[src/rtl/bx_pkg.sv]
`timescale 1ns/1ps
package bx_pkg;

    // Region class of one bus access
    typedef enum logic {
        REGION_PAGED  = 1'b0,
        REGION_COMMON = 1'b1
    } region_e;

endpackage

[src/rtl/bx_page_reg.sv]
`timescale 1ns/1ps
module bx_page_reg #(
    parameter int PAGE_W  = 4,
    parameter int PORT_W  = 8,
    parameter logic [PORT_W-1:0] IO_PORT = 8'h40
) (
    input  logic              clk,
    input  logic              rst_n,
    input  logic              io_wr_stb,
    input  logic [PORT_W-1:0] io_port,
    input  logic [PAGE_W-1:0] io_wdata,
    output logic [PAGE_W-1:0] page
);

    logic hit;

    always_comb begin
        hit = io_wr_stb && (io_port == IO_PORT);
    end

    always_ff @(posedge clk or negedge rst_n) begin
        if (!rst_n) begin
            page <= '0;
        end else if (hit) begin
            page <= io_wdata;
        end
    end


    page_load_chk: assert property (@(posedge clk) disable iff (!rst_n)
        (io_wr_stb && io_port == IO_PORT) |=> (page == $past(io_wdata)));


    page_hold_chk: assert property (@(posedge clk) disable iff (!rst_n)
        !(io_wr_stb && io_port == IO_PORT) |=> $stable(page));

endmodule

[src/rtl/bx_window_decode.sv]
`timescale 1ns/1ps
module bx_window_decode
    import bx_pkg::*;
#(
    parameter int ADDR_W      = 16,
    parameter bit COMMON_EN   = 1'b1,
    parameter int COMMON_SIZE = 4096
) (
    input  logic [ADDR_W-1:0] cpu_addr,
    output region_e           region
);

    always_comb begin
        if (COMMON_EN && (32'(cpu_addr) < COMMON_SIZE)) begin
            region = REGION_COMMON;
        end else begin
            region = REGION_PAGED;
        end
    end

endmodule

[src/rtl/bx_addr_form.sv]
`timescale 1ns/1ps
module bx_addr_form
    import bx_pkg::*;
#(
    parameter int ADDR_W    = 16,
    parameter int PAGE_W    = 4,
    parameter bit OVERLAP   = 1'b0,
    parameter int OVL_SHIFT = 12,
    localparam int PHYS_W   = ADDR_W + PAGE_W
) (
    input  logic [ADDR_W-1:0] cpu_addr,
    input  logic [PAGE_W-1:0] page,
    input  region_e           region,
    output logic [PHYS_W-1:0] phys_addr
);

    logic [PAGE_W-1:0] eff_page;

    always_comb begin
        unique case (region)
            REGION_COMMON: eff_page = '0;
            REGION_PAGED:  eff_page = page;
            default:       eff_page = '0;
        endcase
    end

    generate
        if (OVERLAP) begin : g_overlap
            logic [PHYS_W-1:0] base;
            always_comb begin
                base      = PHYS_W'(eff_page) << OVL_SHIFT;
                phys_addr = base + PHYS_W'(cpu_addr);
            end
        end else begin : g_concat
            always_comb begin
                phys_addr = {eff_page, cpu_addr};
            end
        end
    endgenerate

endmodule

[src/rtl/bank_extend_latch.sv]
`timescale 1ns/1ps
module bank_extend_latch
    import bx_pkg::*;
#(
    parameter int ADDR_W      = 16,
    parameter int PAGE_W      = 4,
    parameter int PORT_W      = 8,
    parameter logic [PORT_W-1:0] IO_PORT = 8'h40,
    parameter bit COMMON_EN   = 1'b1,
    parameter int COMMON_SIZE = 4096,
    parameter bit OVERLAP     = 1'b0,
    parameter int OVL_SHIFT   = 12,
    localparam int PHYS_W     = ADDR_W + PAGE_W
) (
    input  logic              clk,
    input  logic              rst_n,
    input  logic              io_wr_stb,
    input  logic [PORT_W-1:0] io_port,
    input  logic [PAGE_W-1:0] io_wdata,
    input  logic [ADDR_W-1:0] cpu_addr,
    output logic [PHYS_W-1:0] phys_addr
);

    logic [PAGE_W-1:0] page;
    region_e           region;

    bx_page_reg #(
        .PAGE_W  (PAGE_W),
        .PORT_W  (PORT_W),
        .IO_PORT (IO_PORT)
    ) u_page (
        .clk       (clk),
        .rst_n     (rst_n),
        .io_wr_stb (io_wr_stb),
        .io_port   (io_port),
        .io_wdata  (io_wdata),
        .page      (page)
    );

    bx_window_decode #(
        .ADDR_W      (ADDR_W),
        .COMMON_EN   (COMMON_EN),
        .COMMON_SIZE (COMMON_SIZE)
    ) u_decode (
        .cpu_addr (cpu_addr),
        .region   (region)
    );

    bx_addr_form #(
        .ADDR_W    (ADDR_W),
        .PAGE_W    (PAGE_W),
        .OVERLAP   (OVERLAP),
        .OVL_SHIFT (OVL_SHIFT)
    ) u_form (
        .cpu_addr  (cpu_addr),
        .page      (page),
        .region    (region),
        .phys_addr (phys_addr)
    );

    generate
        if (COMMON_EN) begin : g_win_chk

            common_identity_chk: assert property (@(posedge clk) disable iff (!rst_n)
                (32'(cpu_addr) < COMMON_SIZE) |-> (phys_addr == PHYS_W'(cpu_addr)));
        end
        if (!OVERLAP) begin : g_low_chk

            low_pass_chk: assert property (@(posedge clk) disable iff (!rst_n)
                phys_addr[ADDR_W-1:0] == cpu_addr);
        end
    endgenerate

endmodule

[config.mk]
export PLATFORM = sky130hd
export DESIGN_NAME = bank_extend_latch
export DESIGN_NICKNAME = d
export VERILOG_FILES = /design/src/rtl/bx_pkg.sv /design/src/rtl/bx_page_reg.sv /design/src/rtl/bx_window_decode.sv /design/src/rtl/bx_addr_form.sv /design/src/rtl/bank_extend_latch.sv
export SDC_FILE = /design/constraint.sdc
export NUM_CORES = 1
export LEC_CHECK = 0
export ABC_AREA = 1
export BUFFER_PORTS_ARGS = -buffer_cell sky130_fd_sc_hd__buf_2
export CAP_MARGIN = 20
export CORE_MARGIN = 1
export CORE_UTILIZATION = 31
export CTS_CLUSTER_SIZE = 8
export DETAILED_ROUTE_END_ITERATION = 8
export GPL_ROUTABILITY_DRIVEN = 0
export PLACE_DENSITY = 0.78
export SYNTH_ARGS = -nofsm -noshare
export SYNTH_HDL_FRONTEND = slang
export SYNTH_SLANG_ARGS = --single-unit
[constraint.sdc]
create_clock -name clk -period 1.2 [get_ports clk]
set_clock_uncertainty 0.2 [all_clocks]
set_input_delay 0.12 -clock clk [delete_from_list [all_inputs] [get_ports clk]]
set_output_delay 0.12 -clock clk [all_outputs]
set_load 0.005 [all_outputs]
### Word level (Yosys, flattened, before mapping)

Cells that the tools add are included.

* equal/unequal tests: 1
* reductions and logical operators: 1
* bitwise operators: 1
* $lt $le $gt $ge: 1
* muxes and demuxes: 2

Operators with widths (number)
* < comparator 16 x 13 -> 1 bit (second input constant): 1
* == test 8 x 7 -> 1 bit (second input constant): 1
* case mux 4 bit (2 select lines): 1
* logical AND 1 bit: 1
* two-way mux 1 bit: 1
* NOT 1 bit: 1

* input port bits: 31
* register bits: 4

### Depth between registers and ports, before layout

Gate-level depths: netlist of run 1.

* depth after elaboration: 4
* gate-level depth with buffers: 5
* depth with buffers taken out: 5

### By module

A second synthesis of run 1 with hierarchy kept.

* cells, all modules: 58
* area total of the unflattened synthesis: 384.1 um^2

By module, submodules not included
* bx_page_reg: instances 1, cells each 27, area an instance 207.7 um^2
* bx_addr_form: instances 1, cells each 24, area an instance 150.1 um^2
* bx_window_decode: instances 1, cells each 7, area an instance 26.3 um^2

### Worst setup path after synthesis of run 1

OpenSTA, ideal clock, no wires.

* kind: register -> register
* from: reg u_page.page[0] (netlist name)
* to: reg u_page.page[0]
* arrival time: 0.529 ns
* required time: 0.879 ns
* slack: 0.350 ns
* library setup time: 0.121 ns
* stages on the path, launching flop included: 4
* path buffers: 0
* path through: dfrtp_1 inv_1 o21bai_1 nand2_1

RTL lines
* end signal, assigned: line bx_page_reg.sv:25 `page <= io_wdata;`
* end, declared: line bx_page_reg.sv:12 `output logic [PAGE_W-1:0] page`

### Worst setup path after layout of run 1

* from: reg u_page.page[3]
* to: out phys_addr[19]

* longest elaborated chain between the ends: 1

RTL lines
* case mux 4 bit (2 select lines): line bx_addr_form.sv:20 `unique case (region)`
* end, declared: line bank_extend_latch.sv:21 `output logic [PHYS_W-1:0] phys_addr`

No other way between the ends.

==> results.yml, run 1 <==
run_status:
  status: "finished, final reports clean"
detailed_routing:
  drtAntennaViolNets: 0
  drt_iter0_markers: 8
  firstDrtPassIters: 4
  vias: 386
  routed_wl_um: 873
  wire_per_inst_um: 9.809
  drc: 0
  vias_per_cell: 4.337
floorplanning:
  fp.dieArea_mm2: 0.001469
  io_pins: 51
  initial_core_util: 0.3494
  design.core.area_mm2: 0.001171
  dieHeight_um: 38.33
  die_x_um: 38.33
  rows: 12
critical_path:
  path_class: "reg -> out"
  regToRegStartpoint: "u_page.page[0]$_DFFE_PN0P_"
  crit_path_start_kind: "flop"
  slowest_delay_ns: 0.33
  cp.arrival_ns: 0.86
  cp.buffers_inverters: 2
  worst_path_max_delay_cell: "dfrtp_1"
  rr_endpoint: "u_page.page[0]$_DFFE_PN0P_"
  worstSetupEndpointType: "output pin"
  path_max_fanout: 2
  critPathTopFamily: "flip-flops"
  rrSetupSlack_ns: 0.20
  worstPathRequired_ns: 0.88
  rr_worst_depth: 4
  critical_path.cell_chain: "inv_2 > a31oi_1 > buf_2"
clocking:
  cts_tree: "done"
  ctsLongestPathBuffers: 2
  root_buffer: "clkbuf_4"
  cts_made_buffers: 3
  clock_latency_ns: 0.24
  htree_levels: 1
  cts_sinks: 4
  clk_pin_slew_ns: 0.04
power_and_ir_drop:
  power.leakage_uw: 0.0002775
  ir_drop_mv: 0.4379
  p_per_area_mw_per_mm2: 848.2
  p_total_uw: 457.4
final_layout:
  fin_area_um2: 539.3
  area_growth_pct: 31.80
  nFillCells: 123
  n_antenna_cell: 0
  layoutNonFillerInstCount: 89
  drive_gt1_frac: 0.5867
  largest_reg_flops: 4
  top_register: "u_page.page"
  nets: 108
  reg.largest.list: "u_page.page (4)"
sta:
  slew_viol_final: 0
  worst_pin_slew_ns: 0.2227
  rsz0062_at_grt: "true"
  finalCritPeriodShare: 0.9821
  hold_violations: 0
  fmax_ghz: 0.8485
  period_needed_ns: 1.179
  max_slew_margin: 0.8510
  setup_viol: 0
yosys:
  ys_ff_latch: 4
  synth-edff-count: 0
  syn-mean-instance-area_um2: 7.720
  syn_area_um2: 409.1
  synth_top_area_share: 0.2936
  ys.flop_type: "dfrtp_1"
  synth_warnings: 0
  synthTopCellsByCount: "buf_4 (16), inv_1 (7), nand2_1 (5), nand3_1 (5)"
  synthArstFlopShare: 1.000
  synth_top_cell_by_area: "buf_4"
  synth_nets: 84
  syn_inst: 53
  synth.yosys.seq_area_share: 0.2446
  yosys.cell_count.top_type: "buf_4"
  synth.area.top_cells: "buf_4 (29%), dfrtp_1 (24%), o21bai_1 (7.3%)"
  synth_cell_types: 13
placement:
  dp.cells: 77
  portBuffers: 26
  place_area_um2: 436.7
global_route:
  grt_max_degree: 6
  overflow: 0
  grt_usage: 0.1487
  grt_pass1_vias: 384
  antenna_found_initial: 0
  grt_pass1_wl_mm: 1.449
worst_hold_path:
  hp-class: "in -> async"
run:
  cap_violations: 0
==> worst max path at each step <==
stage | from | endpoint | cells after the start
3_3_place_gp | io_port[1] | u_page.page[1]$_DFFE_PN0P_ | 5
3_5_place_dp | io_port[5] | u_page.page[2]$_DFFE_PN0P_ | 5
5_1_grt | u_page.page[3]$_DFFE_PN0P_ | phys_addr[19] | 3
6_report | u_page.page[3]$_DFFE_PN0P_ | phys_addr[19] | 3
4_1_cts | u_page.page[2]$_DFFE_PN0P_ | phys_addr[18] | 3
2_1_floorplan | u_page.page[0]$_DFFE_PN0P_ | u_page.page[0]$_DFFE_PN0P_ | 3
==> worst register-to-register path, stage by stage (launching register included) <==
cell and delay (ns):
dfrtp_1 0.36, inv_2 0.05, buf_4 0.10, o21bai_1 0.10, nand2_1 0.07
==> where the power goes <==
group / total [µW] / switching (µW) / internal [µW]
combinational: 140 / 61.4 / 78.7
clock: 166 / 54.7 / 112
sequential: 151 / 4.21 / 147
total: 457 / 120 / 337
==> what timing repair did <==
| action | in CTS | in global routing |
|---|---|---|
| cloned | 0 | 0 |
| setup buffers | 1 | 3 |
| setup endpoints to repair | 1 | 4 |
| resized for setup | 1 | 3 |
| hold endpoints to repair | 8 | 0 |
| pin swaps | 0 | 0 |
| hold buffers | 5 | 0 |
==> cell type report <==
type | instances | area (µm²) | share of cell area
well taps | 14 | 17.52 | 0.03248
multi-input cells | 25 | 158.9 | 0.2947
flip-flops and latches | 4 | 100.1 | 0.1856
inverters | 8 | 30.03 | 0.05568
repair buffers | 35 | 210.2 | 0.3898
clock buffers | 3 | 22.52 | 0.04176
==> placed cells by master, fill, tap and decap left out, drive strengths merged <==
cell,count
buf,30
inv,8
nand2,6
nor2,6
nand3,5
dlygate4sd3,5
a31oi,4
o21bai,4
dfrtp,4
clkbuf,3
==> logic make-up after synthesis <==
family,count (synthesis),share of synthesized area
buffers and inverters,24,0.3670
AND/OR/NAND/NOR,17,0.2538
AO/OA/AOI/OAI,8,0.1345
flip-flops,4,0.2447
==> layer usage <==
| metal | up-vias | GRT usage | wire length, µm |
|---|---|---|---|
| met5 | - | 0 | 0 |
| met1 | 165 | 0.1484 | 339 |
| met2 | 25 | 0.2542 | 450 |
| met4 | 0 | 0.08621 | 0 |
| li1 | 196 | - | - |
| met3 | 0 | 0.06395 | 83 |
==> stage by stage <==
step	TNS (ns)	setup slack (ns)	hold WS [ns]	utilization
final	0	0.02146	0.02033	0.4605
after global placement	0	0.1843	-0.2729	0.3729
after floorplan	0	0.3496	-0.3756	-
after global routing	-0.1086	-0.05271	0.03120	0.4605
after detailed placement	0	0.1443	-0.2697	0.3729
after CTS	0	0.001514	0.01715	0.4412
Power figures use the tool's default switching activity.
==> run 2: changes to the inputs <==
- CORE_MARGIN: 1 -> 2
==> results.yml, run 2 (synthesized netlist as in run 1, its figures left out) <==
run_status:
  status: "finished, final reports clean"
critical_path:
  critPathTopFamily: "flip-flops"
  rr_endpoint: "u_page.page[3]$_DFFE_PN0P_"
  worstPathRequired_ns: 0.88
  cp.buffers_inverters: 2
  path_max_fanout: 2
  slowest_delay_ns: 0.33
  path_class: "reg -> out"
  worstSetupEndpointType: "output pin"
  regToRegStartpoint: "u_page.page[3]$_DFFE_PN0P_"
  critical_path.cell_chain: "inv_2 > a31oi_1 > buf_2"
  cp.arrival_ns: 0.85
  rrSetupSlack_ns: 0.28
  rr_worst_depth: 3
  crit_path_start_kind: "flop"
  worst_path_max_delay_cell: "dfrtp_1"
sta:
  fmax_ghz: 0.8531
  rsz0062_at_grt: "true"
  whs_ns: 0.02592
  worst_pin_slew_ns: 0.2199
  period_needed_ns: 1.172
  max_slew_margin: 0.8529
  setup_tns_ns: 0
  finalCritPeriodShare: 0.9768
  hold_violations: 0
  slew_viol_final: 0
  setup_viol: 0
floorplanning:
  io_pins: 51
  die_x_um: 40.33
  rows: 13
  fp.dieArea_mm2: 0.001627
  initial_core_util: 0.3225
  dieHeight_um: 40.33
  design.core.area_mm2: 0.001269
final_layout:
  n_antenna_cell: 0
  layout_common_cells: "buf_2 (26), inv_1 (5), nand3_1 (5), nand2_1 (5), dlygate4sd3_1 (5)"
  layout_commonest_cell: "buf_2"
  largest_reg_flops: 4
  top_register: "u_page.page"
  drive_gt1_frac: 0.5352
  nFillCells: 135
  nets: 104
  reg.largest.list: "u_page.page (4)"
  area_growth_pct: 24.77
clocking:
  cts_sinks: 4
  root_buffer: "clkbuf_4"
  ctsLongestPathBuffers: 2
  cts_made_buffers: 3
  cts_tree: "done"
  clk_pin_slew_ns: 0.04
  htree_levels: 1
  clock_latency_ns: 0.23
power_and_ir_drop:
  ir_drop_mv: 0.3379
  combinationalPowerShare: 0.278
  p_per_area_mw_per_mm2: 857.8
  p_sw_frac: 0.2604
  power.leakage_uw: 0.0002606
  power_frac_clock: 0.379
  seqPwrFrac: 0.343
  p_int_uw: 323.9
  switchingPower_uw: 114.0
detailed_routing:
  wire_per_inst_um: 9.151
  routed_wl_um: 787
  drt_iter0_markers: 4
  drtAntennaViolNets: 0
  vias_per_cell: 4.093
  firstDrtPassIters: 4
  drc: 0
  vias: 352
global_route:
  grt_pass1_wl_mm: 1.166
  overflow: 0
  grt_usage: 0.1123
  antenna_found_initial: 0
  grt_max_degree: 6
  grt_pass1_vias: 313
placement:
  portBuffers: 26
  dp_hpwl_um: 672.5
run:
  cap_violations: 0
worst_hold_path:
  hp-class: "in -> async"
-- run 2: cell count changes in the layout (fill, tap and decap cells not counted), sizes merged --
cell	delta
buf	-4
-- run 2: per-layer routing --
layer / track usage / up-vias / routed length, µm
met5: 0 / - / 0
met4: 0.09167 / 0 / 0
met3: 0.03333 / 0 / 94
met2: 0.1984 / 20 / 407
met1: 0.1044 / 144 / 285
li1: - / 188 / -
-- run 2: repair_timing --
item,in CTS,in global routing
endpoints found under the hold margin,8,0
setup buffers,0,0
resized for setup,0,2
hold buffers,5,0
endpoints found under the setup margin,0,2
-- run 2: power by group through the flow --
stage	sequential (µW)	combinational [µW]	clock, µW
finish	150	122	166
global placement	150	108	0
CTS	149	123	169
floorplan	150	90.8	0
detailed placement	151	111	0
global route	151	139	176
-- run 2: layout make-up --
class	instances	area, µm²	share of cell area
Sequential cell	4	100.1	0.1961
Inverter	8	30.03	0.05882
Tap cell	15	18.77	0.03676
Multi-Input combinational cell	25	158.9	0.3113
Clock buffer	3	22.52	0.04412
Timing Repair Buffer	31	180.2	0.3529
-- run 2: worst max path at each step --
stage                               startpoint                          to  cells after the start  slack [ns]
global placement                    io_port[1]  u_page.page[1]$_DFFE_PN0P_                      5        0.19
finish              u_page.page[0]$_DFFE_PN0P_               phys_addr[16]                      3        0.03
global route        u_page.page[0]$_DFFE_PN0P_               phys_addr[16]                      3       -0.05
floorplan           u_page.page[0]$_DFFE_PN0P_  u_page.page[0]$_DFFE_PN0P_                      3        0.35
detailed placement                  io_port[5]  u_page.page[3]$_DFFE_PN0P_                      5        0.15
CTS                 u_page.page[0]$_DFFE_PN0P_               phys_addr[16]                      3        0.02
-- run 2: stage by stage --
stage	cell area (µm²)	cells	util	power (µW)	worst slack (ns)
3_5_place_dp	437.9	78	0.3452	261.9	0.1544
3_3_place_gp	437.9	78	0.3452	258.7	0.1878
4_1_cts	510.5	86	0.4024	441.5	0.01574
6_report	510.5	86	0.4024	437.9	0.02782
5_1_grt	510.5	86	0.4024	466.1	-0.04847
2_1_floorplan	409.1	53	-	241.1	0.3496
